--- src/rtl/sgls_pkg.sv ---
package sgls_pkg;

  localparam logic [7:0] A_CTRL   = 8'h00;
  localparam logic [7:0] A_STAT   = 8'h02;
  localparam logic [7:0] A_PART   = 8'h0A;
  localparam logic [7:0] A_TMR_LO = 8'h24;
  localparam logic [7:0] A_TMR_HI = 8'h26;
  localparam logic [7:0] A_IFMODE = 8'h28;

  localparam logic [15:0] V_IFMODE_INIT = 16'h0003;
  localparam logic [15:0] V_CTRL_INIT   = 16'h1140;
  localparam logic [15:0] V_TMR_LO      = 16'h0D40;
  localparam logic [15:0] V_TMR_HI      = 16'h0003;

  localparam logic [15:0] M_SOFT_RST = 16'h8000;
  localparam logic [15:0] M_AN_EN    = 16'h1000;
  localparam logic [15:0] M_AN_RESTART = 16'h0200;
  localparam logic [15:0] M_IF_SGMII_AN = 16'h0002;
  localparam logic [15:0] M_IF_SPEED = 16'h000C;

  localparam logic [1:0] ERR_NONE  = 2'b00;
  localparam logic [1:0] ERR_HALF  = 2'b01;
  localparam logic [1:0] ERR_INVAL = 2'b10;
  localparam logic [1:0] ERR_UNSUP = 2'b11;

  typedef enum logic [4:0] {
    ST_I_IFM, ST_I_CTL, ST_I_TLO, ST_I_THI,
    ST_SR_RD, ST_SR_WR, ST_SR_WAIT, ST_SR_POLL,
    ST_HALT, ST_M_EN,
    ST_A_RD_CTL, ST_A_WR_CTL, ST_A_RD_IFM, ST_A_WR_IFM,
    ST_F_RD_CTL, ST_F_WR_CTL, ST_F_RD_IFM, ST_F_WR_IFM,
    ST_F_RD_SPD, ST_F_WR_SPD,
    ST_RETRY, ST_CHK_STAT, ST_A_RD_PART, ST_A_RD_RST, ST_A_WR_RST,
    ST_DONE
  } state_e;

  typedef enum logic {RET_INIT, RET_SUPV} ret_e;

endpackage

--- src/rtl/sgls_rst_sync.sv ---
module sgls_rst_sync (
  input  logic clk,
  input  logic rst_n,
  output logic rst_sync_n
);
  logic meta_q;
  logic sync_q;

  always_ff @(posedge clk or negedge rst_n) begin
    if (!rst_n) begin
      meta_q <= 1'b0;
      sync_q <= 1'b0;
    end else begin
      meta_q <= 1'b1;
      sync_q <= meta_q;
    end
  end

  assign rst_sync_n = sync_q;
endmodule

--- src/rtl/sgls_regport.sv ---
module sgls_regport #(
  parameter int AW = 8,
  parameter int DW = 16
) (
  input  logic          clk,
  input  logic          rst_n,
  input  logic          go,
  input  logic          go_we,
  input  logic [AW-1:0] go_addr,
  input  logic [DW-1:0] go_wdata,
  output logic          done,
  output logic [DW-1:0] rd_q,
  output logic          reg_req,
  output logic          reg_we,
  output logic [AW-1:0] reg_addr,
  output logic [DW-1:0] reg_wdata,
  input  logic          reg_ack,
  input  logic [DW-1:0] reg_rdata
);
  logic          req_q,   req_d;
  logic          we_q,    we_d;
  logic [AW-1:0] addr_q,  addr_d;
  logic [DW-1:0] wdat_q,  wdat_d;
  logic [DW-1:0] rdat_q,  rdat_d;
  logic          acc;

  assign acc  = req_q & reg_ack;
  assign done = acc;

  always_comb begin
    req_d  = req_q;
    we_d   = we_q;
    addr_d = addr_q;
    wdat_d = wdat_q;
    rdat_d = rdat_q;
    if (acc) begin
      req_d  = 1'b0;
      rdat_d = reg_rdata;
    end else if (go && !req_q) begin
      req_d  = 1'b1;
      we_d   = go_we;
      addr_d = go_addr;
      wdat_d = go_wdata;
    end
  end

  always_ff @(posedge clk or negedge rst_n) begin
    if (!rst_n) begin
      req_q  <= 1'b0;
      we_q   <= 1'b0;
      addr_q <= '0;
      wdat_q <= '0;
      rdat_q <= '0;
    end else begin
      req_q  <= req_d;
      we_q   <= we_d;
      addr_q <= addr_d;
      wdat_q <= wdat_d;
      rdat_q <= rdat_d;
    end
  end

  assign reg_req   = req_q;
  assign reg_we    = we_q;
  assign reg_addr  = addr_q;
  assign reg_wdata = wdat_q;
  assign rd_q      = rdat_q;
endmodule

--- src/rtl/sgls_delay.sv ---
module sgls_delay #(
  parameter int CLK_HZ = 125_000_000,
  parameter int DW     = 16
) (
  input  logic          clk,
  input  logic          rst_n,
  input  logic          start,
  input  logic [DW-1:0] dur_us,
  output logic          expired
);
  localparam int CYC_US = (CLK_HZ / 1_000_000 < 1) ? 1 : CLK_HZ / 1_000_000;
  localparam int CW     = $clog2(CYC_US + 1);

  logic [CW-1:0] cyc_q, cyc_d;
  logic [DW-1:0] rem_q, rem_d;
  logic          busy_q, busy_d;
  logic          us_tick;

  assign us_tick = busy_q && (cyc_q == CW'(CYC_US - 1));
  assign expired = us_tick && (rem_q <= DW'(1));

  always_comb begin
    cyc_d  = cyc_q;
    rem_d  = rem_q;
    busy_d = busy_q;
    if (start) begin
      cyc_d  = '0;
      rem_d  = dur_us;
      busy_d = 1'b1;
    end else if (busy_q) begin
      if (us_tick) begin
        cyc_d = '0;
        if (expired) busy_d = 1'b0;
        else         rem_d  = rem_q - DW'(1);
      end else begin
        cyc_d = cyc_q + CW'(1);
      end
    end
  end

  always_ff @(posedge clk or negedge rst_n) begin
    if (!rst_n) begin
      cyc_q  <= '0;
      rem_q  <= '0;
      busy_q <= 1'b0;
    end else begin
      cyc_q  <= cyc_d;
      rem_q  <= rem_d;
      busy_q <= busy_d;
    end
  end
endmodule

--- src/rtl/sgmii_link_supervisor.sv ---
module sgmii_link_supervisor
  import sgls_pkg::*;
#(
  parameter int CLK_HZ   = 125_000_000,
  parameter int POLL_US  = 1,
  parameter int POLL_MAX = 100,
  parameter int RETRY_US = 20000
) (
  input  logic        clk,
  input  logic        rst_n,
  input  logic        an_enable,
  input  logic [1:0]  req_speed,
  input  logic        mode_change,
  output logic        reg_req,
  output logic        reg_we,
  output logic [7:0]  reg_addr,
  output logic [15:0] reg_wdata,
  input  logic        reg_ack,
  input  logic [15:0] reg_rdata,
  output logic        adapter_en,
  output logic [1:0]  link_speed,
  output logic        link_speed_vld,
  output logic [1:0]  err_code,
  output logic        rst_timeout
);
  localparam int MAXUS = (RETRY_US > POLL_US) ? RETRY_US : POLL_US;
  localparam int DW    = $clog2(MAXUS + 1);
  localparam int PW    = $clog2(POLL_MAX + 1);

  logic rst_i_n;

  state_e      state_q, state_d;
  ret_e        ret_q, ret_d;
  logic        issued_q, issued_d;
  logic [PW-1:0] poll_q, poll_d;
  logic        aen_q, aen_d;
  logic [1:0]  spd_q, spd_d;
  logic        vld_q, vld_d;
  logic [1:0]  err_q, err_d;
  logic        tmo_q, tmo_d;
  logic        man_q, man_d;
  logic [1:0]  mspd_q, mspd_d;
  logic        pend_q, pend_d;

  logic        is_bus, b_we, go, done;
  logic [7:0]  b_addr;
  logic [15:0] b_wdata, rd_q;
  logic        dly_start, dly_exp;
  logic [DW-1:0] dly_dur;

  sgls_rst_sync u_rst (.clk(clk), .rst_n(rst_n), .rst_sync_n(rst_i_n));

  sgls_regport #(.AW(8), .DW(16)) u_port (
    .clk(clk), .rst_n(rst_i_n),
    .go(go), .go_we(b_we), .go_addr(b_addr), .go_wdata(b_wdata),
    .done(done), .rd_q(rd_q),
    .reg_req(reg_req), .reg_we(reg_we), .reg_addr(reg_addr),
    .reg_wdata(reg_wdata), .reg_ack(reg_ack), .reg_rdata(reg_rdata)
  );

  sgls_delay #(.CLK_HZ(CLK_HZ), .DW(DW)) u_dly (
    .clk(clk), .rst_n(rst_i_n), .start(dly_start),
    .dur_us(dly_dur), .expired(dly_exp)
  );

  // bus operation selected by the current step
  always_comb begin
    is_bus  = 1'b1;
    b_we    = 1'b0;
    b_addr  = A_CTRL;
    b_wdata = '0;
    unique case (state_q)
      ST_I_IFM:     begin b_we = 1'b1; b_addr = A_IFMODE; b_wdata = V_IFMODE_INIT; end
      ST_I_CTL:     begin b_we = 1'b1; b_addr = A_CTRL;   b_wdata = V_CTRL_INIT;   end
      ST_I_TLO:     begin b_we = 1'b1; b_addr = A_TMR_LO; b_wdata = V_TMR_LO;      end
      ST_I_THI:     begin b_we = 1'b1; b_addr = A_TMR_HI; b_wdata = V_TMR_HI;      end
      ST_SR_RD, ST_SR_POLL, ST_A_RD_CTL, ST_F_RD_CTL, ST_A_RD_RST: b_addr = A_CTRL;
      ST_SR_WR:     begin b_we = 1'b1; b_wdata = rd_q | M_SOFT_RST; end
      ST_A_WR_CTL:  begin b_we = 1'b1; b_wdata = rd_q | M_AN_EN; end
      ST_F_WR_CTL:  begin b_we = 1'b1; b_wdata = rd_q & ~M_AN_EN; end
      ST_A_WR_RST:  begin b_we = 1'b1; b_wdata = rd_q | M_AN_RESTART; end
      ST_A_RD_IFM, ST_F_RD_IFM, ST_F_RD_SPD: b_addr = A_IFMODE;
      ST_A_WR_IFM:  begin b_we = 1'b1; b_addr = A_IFMODE; b_wdata = rd_q | M_IF_SGMII_AN; end
      ST_F_WR_IFM:  begin b_we = 1'b1; b_addr = A_IFMODE; b_wdata = rd_q & ~M_IF_SGMII_AN; end
      ST_F_WR_SPD:  begin
        b_we    = 1'b1;
        b_addr  = A_IFMODE;
        b_wdata = (rd_q & ~M_IF_SPEED) | {12'h000, mspd_q, 2'b00};
      end
      ST_CHK_STAT:  b_addr = A_STAT;
      ST_A_RD_PART: b_addr = A_PART;
      default:      is_bus = 1'b0;
    endcase
  end

  assign go = is_bus && !issued_q;

  // sequencing
  always_comb begin
    state_d   = state_q;
    ret_d     = ret_q;
    issued_d  = issued_q;
    poll_d    = poll_q;
    aen_d     = aen_q;
    spd_d     = spd_q;
    vld_d     = vld_q;
    err_d     = err_q;
    tmo_d     = tmo_q;
    man_d     = man_q;
    mspd_d    = mspd_q;
    pend_d    = pend_q;
    dly_start = 1'b0;
    dly_dur   = DW'(RETRY_US);

    if (done)    issued_d = 1'b0;
    else if (go) issued_d = 1'b1;

    unique case (state_q)
      ST_I_IFM: if (done) state_d = ST_I_CTL;
      ST_I_CTL: if (done) state_d = ST_I_TLO;
      ST_I_TLO: if (done) state_d = ST_I_THI;
      ST_I_THI: if (done) begin state_d = ST_SR_RD; ret_d = RET_INIT; end
      ST_SR_RD: if (done) state_d = ST_SR_WR;
      ST_SR_WR: if (done) begin
        state_d   = ST_SR_WAIT;
        poll_d    = '0;
        dly_start = 1'b1;
        dly_dur   = DW'(POLL_US);
      end
      ST_SR_WAIT: if (dly_exp) state_d = ST_SR_POLL;
      ST_SR_POLL: if (done) begin
        if (!reg_rdata[15]) begin
          if (ret_q == RET_INIT) begin
            state_d = ST_M_EN;
          end else begin
            state_d   = ST_RETRY;
            dly_start = 1'b1;
          end
        end else if (poll_q == PW'(POLL_MAX - 1)) begin
          tmo_d = 1'b1;
          if (ret_q == RET_INIT) begin
            state_d = ST_HALT;
          end else begin
            state_d   = ST_RETRY;
            dly_start = 1'b1;
          end
        end else begin
          poll_d    = poll_q + PW'(1);
          state_d   = ST_SR_WAIT;
          dly_start = 1'b1;
          dly_dur   = DW'(POLL_US);
        end
      end
      ST_HALT: state_d = ST_HALT;
      ST_M_EN: begin
        aen_d   = 1'b1;
        err_d   = ERR_NONE;
        vld_d   = 1'b0;
        tmo_d   = 1'b0;
        man_d   = an_enable;
        mspd_d  = req_speed;
        pend_d  = 1'b0;
        state_d = an_enable ? ST_A_RD_CTL : ST_F_RD_CTL;
      end
      ST_A_RD_CTL: if (done) state_d = ST_A_WR_CTL;
      ST_A_WR_CTL: if (done) state_d = ST_A_RD_IFM;
      ST_A_RD_IFM: if (done) state_d = ST_A_WR_IFM;
      ST_A_WR_IFM: if (done) begin state_d = ST_SR_RD; ret_d = RET_SUPV; end
      ST_F_RD_CTL: if (done) state_d = ST_F_WR_CTL;
      ST_F_WR_CTL: if (done) state_d = ST_F_RD_IFM;
      ST_F_RD_IFM: if (done) state_d = ST_F_WR_IFM;
      ST_F_WR_IFM: if (done) state_d = ST_F_RD_SPD;
      ST_F_RD_SPD: if (done) begin
        if (mspd_q == 2'b11) begin
          err_d   = ERR_UNSUP;
          state_d = ST_DONE;
        end else begin
          state_d = ST_F_WR_SPD;
        end
      end
      ST_F_WR_SPD: if (done) begin state_d = ST_SR_RD; ret_d = RET_SUPV; end
      ST_RETRY: begin
        if (pend_q)       state_d = ST_M_EN;
        else if (dly_exp) state_d = ST_CHK_STAT;
      end
      ST_CHK_STAT: if (done) begin
        if (man_q) begin
          state_d = reg_rdata[5] ? ST_A_RD_PART : ST_A_RD_RST;
        end else if (reg_rdata[2]) begin
          aen_d   = 1'b1;
          spd_d   = mspd_q;
          vld_d   = 1'b1;
          state_d = ST_DONE;
        end else begin
          state_d   = ST_RETRY;
          dly_start = 1'b1;
        end
      end
      ST_A_RD_PART: if (done) begin
        state_d = ST_DONE;
        if (reg_rdata[12] && reg_rdata[11:10] != 2'b11) begin
          aen_d = 1'b1;
          spd_d = reg_rdata[11:10];
          vld_d = 1'b1;
          err_d = ERR_NONE;
        end else if (!reg_rdata[12] && reg_rdata[11:10] != 2'b11) begin
          aen_d = 1'b0;
          err_d = ERR_HALF;
        end else begin
          aen_d = 1'b0;
          err_d = ERR_INVAL;
        end
      end
      ST_A_RD_RST: if (done) state_d = ST_A_WR_RST;
      ST_A_WR_RST: if (done) begin state_d = ST_SR_RD; ret_d = RET_SUPV; end
      ST_DONE: if (pend_q) state_d = ST_M_EN;
      default: state_d = ST_HALT;
    endcase

    if (mode_change) pend_d = 1'b1;
  end

  always_ff @(posedge clk or negedge rst_i_n) begin
    if (!rst_i_n) begin
      state_q  <= ST_I_IFM;
      ret_q    <= RET_INIT;
      issued_q <= 1'b0;
      poll_q   <= '0;
      aen_q    <= 1'b0;
      spd_q    <= 2'b00;
      vld_q    <= 1'b0;
      err_q    <= ERR_NONE;
      tmo_q    <= 1'b0;
      man_q    <= 1'b0;
      mspd_q   <= 2'b00;
      pend_q   <= 1'b0;
    end else begin
      state_q  <= state_d;
      ret_q    <= ret_d;
      issued_q <= issued_d;
      poll_q   <= poll_d;
      aen_q    <= aen_d;
      spd_q    <= spd_d;
      vld_q    <= vld_d;
      err_q    <= err_d;
      tmo_q    <= tmo_d;
      man_q    <= man_d;
      mspd_q   <= mspd_d;
      pend_q   <= pend_d;
    end
  end

  assign adapter_en     = aen_q;
  assign link_speed     = spd_q;
  assign link_speed_vld = vld_q;
  assign err_code       = err_q;
  assign rst_timeout    = tmo_q;
endmodule

--- config.mk ---
export PLATFORM = sky130hd
export DESIGN_NAME = sgmii_link_supervisor
export DESIGN_NICKNAME = d
export VERILOG_FILES = /design/src/rtl/sgls_pkg.sv /design/src/rtl/sgls_rst_sync.sv /design/src/rtl/sgls_regport.sv /design/src/rtl/sgls_delay.sv /design/src/rtl/sgmii_link_supervisor.sv
export SDC_FILE = /design/constraint.sdc
export NUM_CORES = 1
export LEC_CHECK = 0
export ABC_AREA = 0
export ABC_CLOCK_PERIOD_IN_PS = 2900
export CAP_MARGIN = 10
export CORE_ASPECT_RATIO = 1.1
export CORE_UTILIZATION = 52
export DETAILED_ROUTE_END_ITERATION = 12
export PLACE_DENSITY = 0.77
export SLEW_MARGIN = 10
export SYNTH_ARGS = -nofsm -noshare
export SYNTH_HDL_FRONTEND = slang
export SYNTH_HIERARCHICAL = 1
export SYNTH_SLANG_ARGS = --single-unit
--- constraint.sdc ---
create_clock -name clk -period 2.9 [get_ports clk]
set_clock_uncertainty 0.1 [all_clocks]
set_input_delay 0.58 -clock clk [delete_from_list [all_inputs] [get_ports clk]]
set_output_delay 0.58 -clock clk [all_outputs]
set_load 0.02 [all_outputs]
# Word level (Yosys, flattened, before mapping)
# Index checks and enable logic that the tools add are counted.
totals:
  output_inout_bits: 33
  inputBits: 23
  regBits: 92
  wordCells: 225
classes:
  n_bitwise: 3
  n_eq_ne: 59
  n_addsub: 3
  muxes: 100
  n_reduce_logical: 37
  order_cmp: 1
ops:
  columns: ["cell", "count"]
  rows:
  - ["one-hot mux 16 bit (10 select lines)", 1]
  - ["2-to-1 mux 5 bit", 26]
  - ["2-to-1 mux 15 bit", 8]
  - ["one-hot mux 5 bit (22 select lines)", 1]
  - ["inequality test 2 bit, second input constant", 29]
  - ["== test 5 bit, second input constant", 10]
  - ["2-to-1 mux 7 bit", 7]
  - ["== test 5 x 4 -> 1 bit, second input constant", 7]
  - ["2-to-1 mux 1 bit", 33]
  - ["one-hot mux 15 bit (2 select lines)", 1]
  - ["one-hot mux 6 bit (5 select lines)", 1]
  - ["AND reduction 21 bit", 1]
  - ["OR reduction 21 bit", 1]
  - ["== test 5 x 3 -> 1 bit, second input constant", 4]
  - ["2-to-1 mux 2 bit", 10]
  - ["nonzero test 2 bit", 9]
  - ["OR 16 x 4 -> 16 bit", 1]
  - ["<= comparator 15 x 1 -> 1 bit, second input constant", 1]
  - ["subtractor 15 x 1 -> 15 bit, second input constant", 1]
  - ["adder 7 x 1 -> 7 bit, second input constant", 2]
  - ["== test 7 bit, second input constant", 2]
  - ["one-hot mux 7 bit (2 select lines)", 1]
  - ["2-to-1 mux 4 bit", 3]
  - ["AND reduction 6 bit", 2]
  - ["other kinds (25)", 41]

# Longest topological paths before layout
# Gate-level depths: netlist (run 1).
logic_depth:
  ltp_word: 7
  depth_mapped: 11
  mapped_depth_nobuf: 9

# Modules after synthesis
# Netlist (run 1), hierarchy kept.
by_module_without_submodules:
  columns: ["mod", "cells_per_inst", "area_each_um2", "instances", "seq_area_each_um2"]
  rows:
  - ["sgmii_link_supervisor", 271, 2132.0, 1, 625.6]
  - ["sgls_regport", 92, 1660.3, 1, 1051.0]
  - ["sgls_delay", 143, 1363.8, 1, 575.6]
  - ["sgls_rst_sync", 3, 53.8, 1, 50.0]

# Least setup slack after synthesis (run 1)
# No wires, ideal clock.
synth_timing:
  path_kind: "reg2reg"
  start: "register u_dly.rem_q[9]"
  end: "register state_q[0]"
  arrival_time_ns: 2.492
  path_stages_with_launch: 9
  path_slack_ns: 0.183
  required_time_ns: 2.675
  synth_period_minus_slack_ns: 2.717
  setup_time_ns: 0.125
  path_buffers: 1
  path_cell_list: "dfrtp_1 or4_4 or4_4 buf_6 nor3_1 nor3_1 a21oi_1 o21a_1 mux2_2"
synth_via:
  elab_chain_len: 4
  word_cells_on_any_way: 5
synth_lines:
  columns: ["item", "line", "rtl"]
  rows:
  - ["from (decl)", "sgls_delay.sv:15", "logic [DW-1:0] rem_q, rem_d;"]
  - ["from (signal assigned)", "sgls_delay.sv:48", "rem_q <= rem_d;"]
  - ["<= comparator 15 x 1 -> 1 bit *", "sgls_delay.sv:20", "assign expired = us_tick && (rem_q <= DW'(1));"]
  - ["logical AND 1 bit *", "sgls_delay.sv:20", null]
  - ["via dly_exp", "sgmii_link_supervisor.sv:48", "logic dly_start, dly_exp;"]
  - ["inequality test 3 bit (no source line) / inequality test 2 bit (equally long branches)", null, null]
  - ["AND reduction 21 bit (no source line) *", null, null]
  - ["to (signal assigned)", "sgmii_link_supervisor.sv:238", "state_q <= state_d;"]
  - ["to (decl)", "sgmii_link_supervisor.sv:32", "state_e state_q, state_d;"]
# The timed path passes the listed nets; every way through them passes the cells marked *.
# A chain may end at the register's enable or synchronous reset.

# Final worst setup path (run 1)
layout_timing:
  start: "register u_dly.rem_q[9]"
  end: "register state_q[2]"
# The elaborated chain is that of the path after synthesis.

==> impl_metrics.py, run 1 <==
metrics = {
    "critical_path": {
        "crit_path_frequent_cell": "or4_4",
        "cpMaxStageDelayCell": "or4_4",
        "path_buf_inv": 0,
        "cp-start-kind": "flop",
        "critPathRequiredTime_ns": 3.05,
        "cp_slowest_stage_delay_ns": 0.56,
        "path_cells": "or4_4 -> or4_4 -> nor3_2 -> nor3_1 -> a21oi_1 -> o21a_1 -> mux2_2",
        "critPathArrivalTime_ns": 2.84,
        "critPathMaxFanout": 5,
        "cp-end-kind": "flop",
        "crit_family": "simple AND/OR/NAND/NOR gates",
        "worstSetupPathType": "flop to flop",
    },
    "final_layout": {
        "drive_gt1_share_pct": 20.5,
        "layout.nets": 613,
        "register_area_um2": 2310,
        "fillCellCount": 766,
        "fin_area_um2": 6250,
        "n_antenna_cell": 0,
        "multiInputGateArea_um2": 2760,
        "syn2layout_area_growth_pct": 20.1,
        "layout.cells.non_filler": 707,
        "utilization_pct": 65.6,
    },
    "grt": {
        "grt_max_degree": 48,
        "antenna_found_initial": 0,
        "grt_pass1_vias": 4295,
        "grt_pass1_wl_um": 20600,
        "grt_usage_pct": 24.8,
        "grt_overflow": 0,
    },
    "timing": {
        "final_max_slew_viol_count": 0,
        "worstMarginPinSlew_ns": 0.603,
        "final-hold-violation-count": 0,
        "post-route-period-util_pct": 92.6,
        "setup_violations": 0,
        "fin_setup_tns_ns": 0,
        "fin_crit_ns": 2.69,
        "fmax_mhz": 372,
        "relSlewSlack_pct": 59.4,
        "rsz0062_at_grt": "false",
    },
    "clocking": {
        "postCtsSetupBuffers": 0,
        "cts_tree": "done",
        "worst_skew_pair.late_latency_ns": 0.36,
        "cts_buffers": 9,
        "clkTransAtPathRegs_ns": 0.09,
        "htreeDepth": 3,
        "cts_sinks": 92,
        "clockBufferDepth": 2,
        "root_buffer": "clkbuf_8",
    },
    "detailed_routing": {
        "met3_length_um": 493,
        "routed-wl-met2_um": 6410,
        "ant_nets": 0,
        "drt-pass1-iter-count": 4,
        "routed_wl_um": 12200,
        "first_iter_violations": 333,
        "routed_via_density": 5.84,
        "wl_per_cell_um": 17.3,
        "wl_met1_um": 5000,
        "drcViolationCount": 0,
        "via_count": 4128,
        "top_layer_used": "met4",
    },
    "logic_synthesis": {
        "ys_async_sr_fraction_pct": 100,
        "yosysWarnings": 6,
        "ys_seq_area_share_pct": 44.2,
        "synthCells": 509,
        "ys.flop_type": "dfrtp_1",
        "synth-seq-cells": 92,
        "avgSynthCellArea_um2": 10.2,
        "synthesis.area_um2": 5210,
        "synth_edf_count": 0,
        "synth.distinct_cells": 76,
    },
    "power": {
        "power_mw": 2.25,
        "peakVddDrop_mv": 0.255,
        "p_leak_nw": 2.85,
        "p_per_area_nw_per_um2": 361,
    },
    "placed_design": {
        "dpl_cell_area_um2": 6040,
        "dp.cells": 691,
        "dp_hpwl_um": 8880,
        "gp_congestion": 0.933,
        "io_buffers": 55,
    },
    "floorplan": {
        "start_util_pct": 54.6,
        "core_um2": 9540,
        "dieArea_um2": 10400,
        "num_rows": 37,
        "ios": 56,
        "die_w_um": 97.4,
        "die_h_um": 107,
    },
    "run_status": {
        "status": "finished clean",
    },
    "job": {
        "maxCapViolations": 0,
    },
    "min_path": {
        "hold_class": "flop to asynchronous set/reset pin",
    },
}
==> cells in the mapped netlist, types with 2 or more instances <==
master | count | area (um2)
ha_1 | 5 | 62.6
conb_1 | 2 | 7.51
a32oi_1 | 3 | 26.3
buf_1 | 2 | 7.51
o32ai_1 | 2 | 17.5
and3_1 | 3 | 18.8
a21o_1 | 6 | 45.0
nor4_1 | 5 | 31.3
o41ai_1 | 2 | 17.5
nand4_1 | 4 | 25.0
nor2_1 | 32 | 120
inv_1 | 18 | 67.6
or3b_2 | 2 | 17.5
dfrtp_1 | 92 | 2300
mux2i_1 | 3 | 30.0
o21ai_1 | 12 | 60.1
o2111ai_1 | 3 | 26.3
mux2_4 | 19 | 285
nand3b_1 | 3 | 22.5
a21oi_1 | 21 | 105
o31ai_1 | 2 | 15.0
nand2b_1 | 11 | 68.8
nand2_1 | 44 | 165
o22ai_1 | 3 | 18.8
mux2_2 | 41 | 462
buf_6 | 4 | 45.0
a211o_1 | 3 | 26.3
nor3_1 | 19 | 95.1
or4_4 | 2 | 22.5
o21ai_0 | 22 | 110
clkbuf_1 | 17 | 63.8
o211ai_1 | 9 | 67.6
o21a_1 | 2 | 15.0
a22o_1 | 3 | 26.3
nand3_1 | 6 | 30.0
nor4_2 | 2 | 25.0
a31oi_1 | 2 | 12.5
and2_1 | 6 | 37.5
o21bai_1 | 3 | 22.5
xnor2_1 | 6 | 52.6
nor2b_1 | 14 | 87.6
xor2_1 | 15 | 131
==> flip-flops by register name, indices dropped and copies added (netlist names), 2 cells and up <==
register	count
mspd_q	2
state_q	5
err_code	2
u_port/reg_addr	8
u_dly/rem_q	15
poll_q	7
u_port/rd_q	16
u_port/reg_wdata	16
link_speed	2
u_dly/cyc_q	7
==> what timing repair did <==
| item | in CTS | in global routing |
|---|---|---|
| hold endpoints to repair | 0 | 0 |
| resized for setup | 0 | 1 |
| hold buffers | 0 | 0 |
| endpoints found under the setup margin | 0 | 4 |
==> power by group <==
group	switching [mW]	leakage, nW	internal (mW)
combinational	0.0259	1.57	0.0312
sequential	0.0120	1.18	1.28
clock	0.455	0.102	0.447
==> cells in the final DEF, fill, tap and decap left out, types with 9 or more instances in the layout <==
cell type / netlist / routed
a21oi_1: 21 / 21
nor2_1: 32 / 31
mux2_2: 41 / 41
mux2_4: 19 / 19
clkdlybuf4s50_1: 0 / 55
inv_1: 18 / 18
nand2_1: 44 / 44
dfrtp_1: 92 / 91
o211ai_1: 9 / 9
buf_4: 1 / 21
xor2_1: 15 / 15
o21ai_0: 22 / 22
o21ai_1: 12 / 12
nor3_1: 19 / 18
nor2b_1: 14 / 13
clkbuf_8: 0 / 11
nand2b_1: 11 / 11
conb_1: 2 / 14
==> per-layer routing <==
layer | vias to the layer above | track usage, %
met3 | 30 | 2.67
met2 | 115 | 44.2
met5 | - | 0
met4 | 0 | 9.77
met1 | 2025 | 30.9
li1 | 1958 | -
==> cell families (layout without fill, tap and decap cells) <==
logic type | Yosys count | count (layout) | synth area share [%]
multiplexers | 63 | 63 | 14.9
other | 2 | 14 | 0.144
AND/OR/NAND/NOR | 168 | 168 | 17.3
adder cells (fa/ha/maj) | 5 | 5 | 1.20
buffers and inverters | 44 | 113 | 4.06
AO/OA/AOI/OAI | 114 | 114 | 14.6
XOR/XNOR | 21 | 21 | 3.53
flip-flops | 92 | 92 | 44.2
==> metrics by stage <==
step | setup slack [ns] | hold slack [ns]
after global placement | 0.226 | 0.234
after detailed placement | 0.139 | 0.239
after floorplan | 0.0477 | 0.184
after global routing | 0.0856 | 0.263
after CTS | 0.137 | 0.259
final | 0.213 | 0.233
==> final cells by class <==
| class | count | area share, % |
|---|---|---|
| Sequential cell | 92 | 36.9 |
| Multi-Input combinational cell | 385 | 44.1 |
| Clock inverter | 5 | 0.940 |
| Clock buffer | 11 | 2.42 |
| Inverter | 18 | 1.08 |
| Timing Repair Buffer | 79 | 12.3 |
| Tap cell | 117 | 2.34 |
==> worst paths after layout <==
path,from,to,slack (ns),depth (start not counted)
max,u_dly/rem_q[9]$_DFFE_PN0P_,state_q[2]$_DFFE_PN0P_,0.21,7
min,u_rst/rst_sync_n$_DFF_PN0_,err_code[0]$_DFFE_PN0P_,0.23,0
max reg2reg,u_dly/rem_q[9]$_DFFE_PN0P_,state_q[2]$_DFFE_PN0P_,0.21,7
min reg2reg,u_rst/rst_sync_n$_DFF_PN0_,err_code[0]$_DFFE_PN0P_,0.23,0
max in group asynchronous,u_rst/rst_sync_n$_DFF_PN0_,u_port/reg_wdata[0]$_DFFE_PN0P_,1.82,1
min in group clk,u_rst/meta_q$_DFF_PN0_,u_rst/rst_sync_n$_DFF_PN0_,0.26,0
(Power assumes the default switching activity.)
==> inputs of run 2 (changes only) <==
--- a/config.mk
+++ b/config.mk
@@ -10,6 +10,7 @@
 export CAP_MARGIN = 10
 export CORE_ASPECT_RATIO = 1.1
 export CORE_UTILIZATION = 52
+export CTS_CLUSTER_SIZE = 40
 export DETAILED_ROUTE_END_ITERATION = 12
 export PLACE_DENSITY = 0.77
 export SLEW_MARGIN = 10
==> results of run 2 <==
Final layout, timing and power as in run 1 (identical DEF).
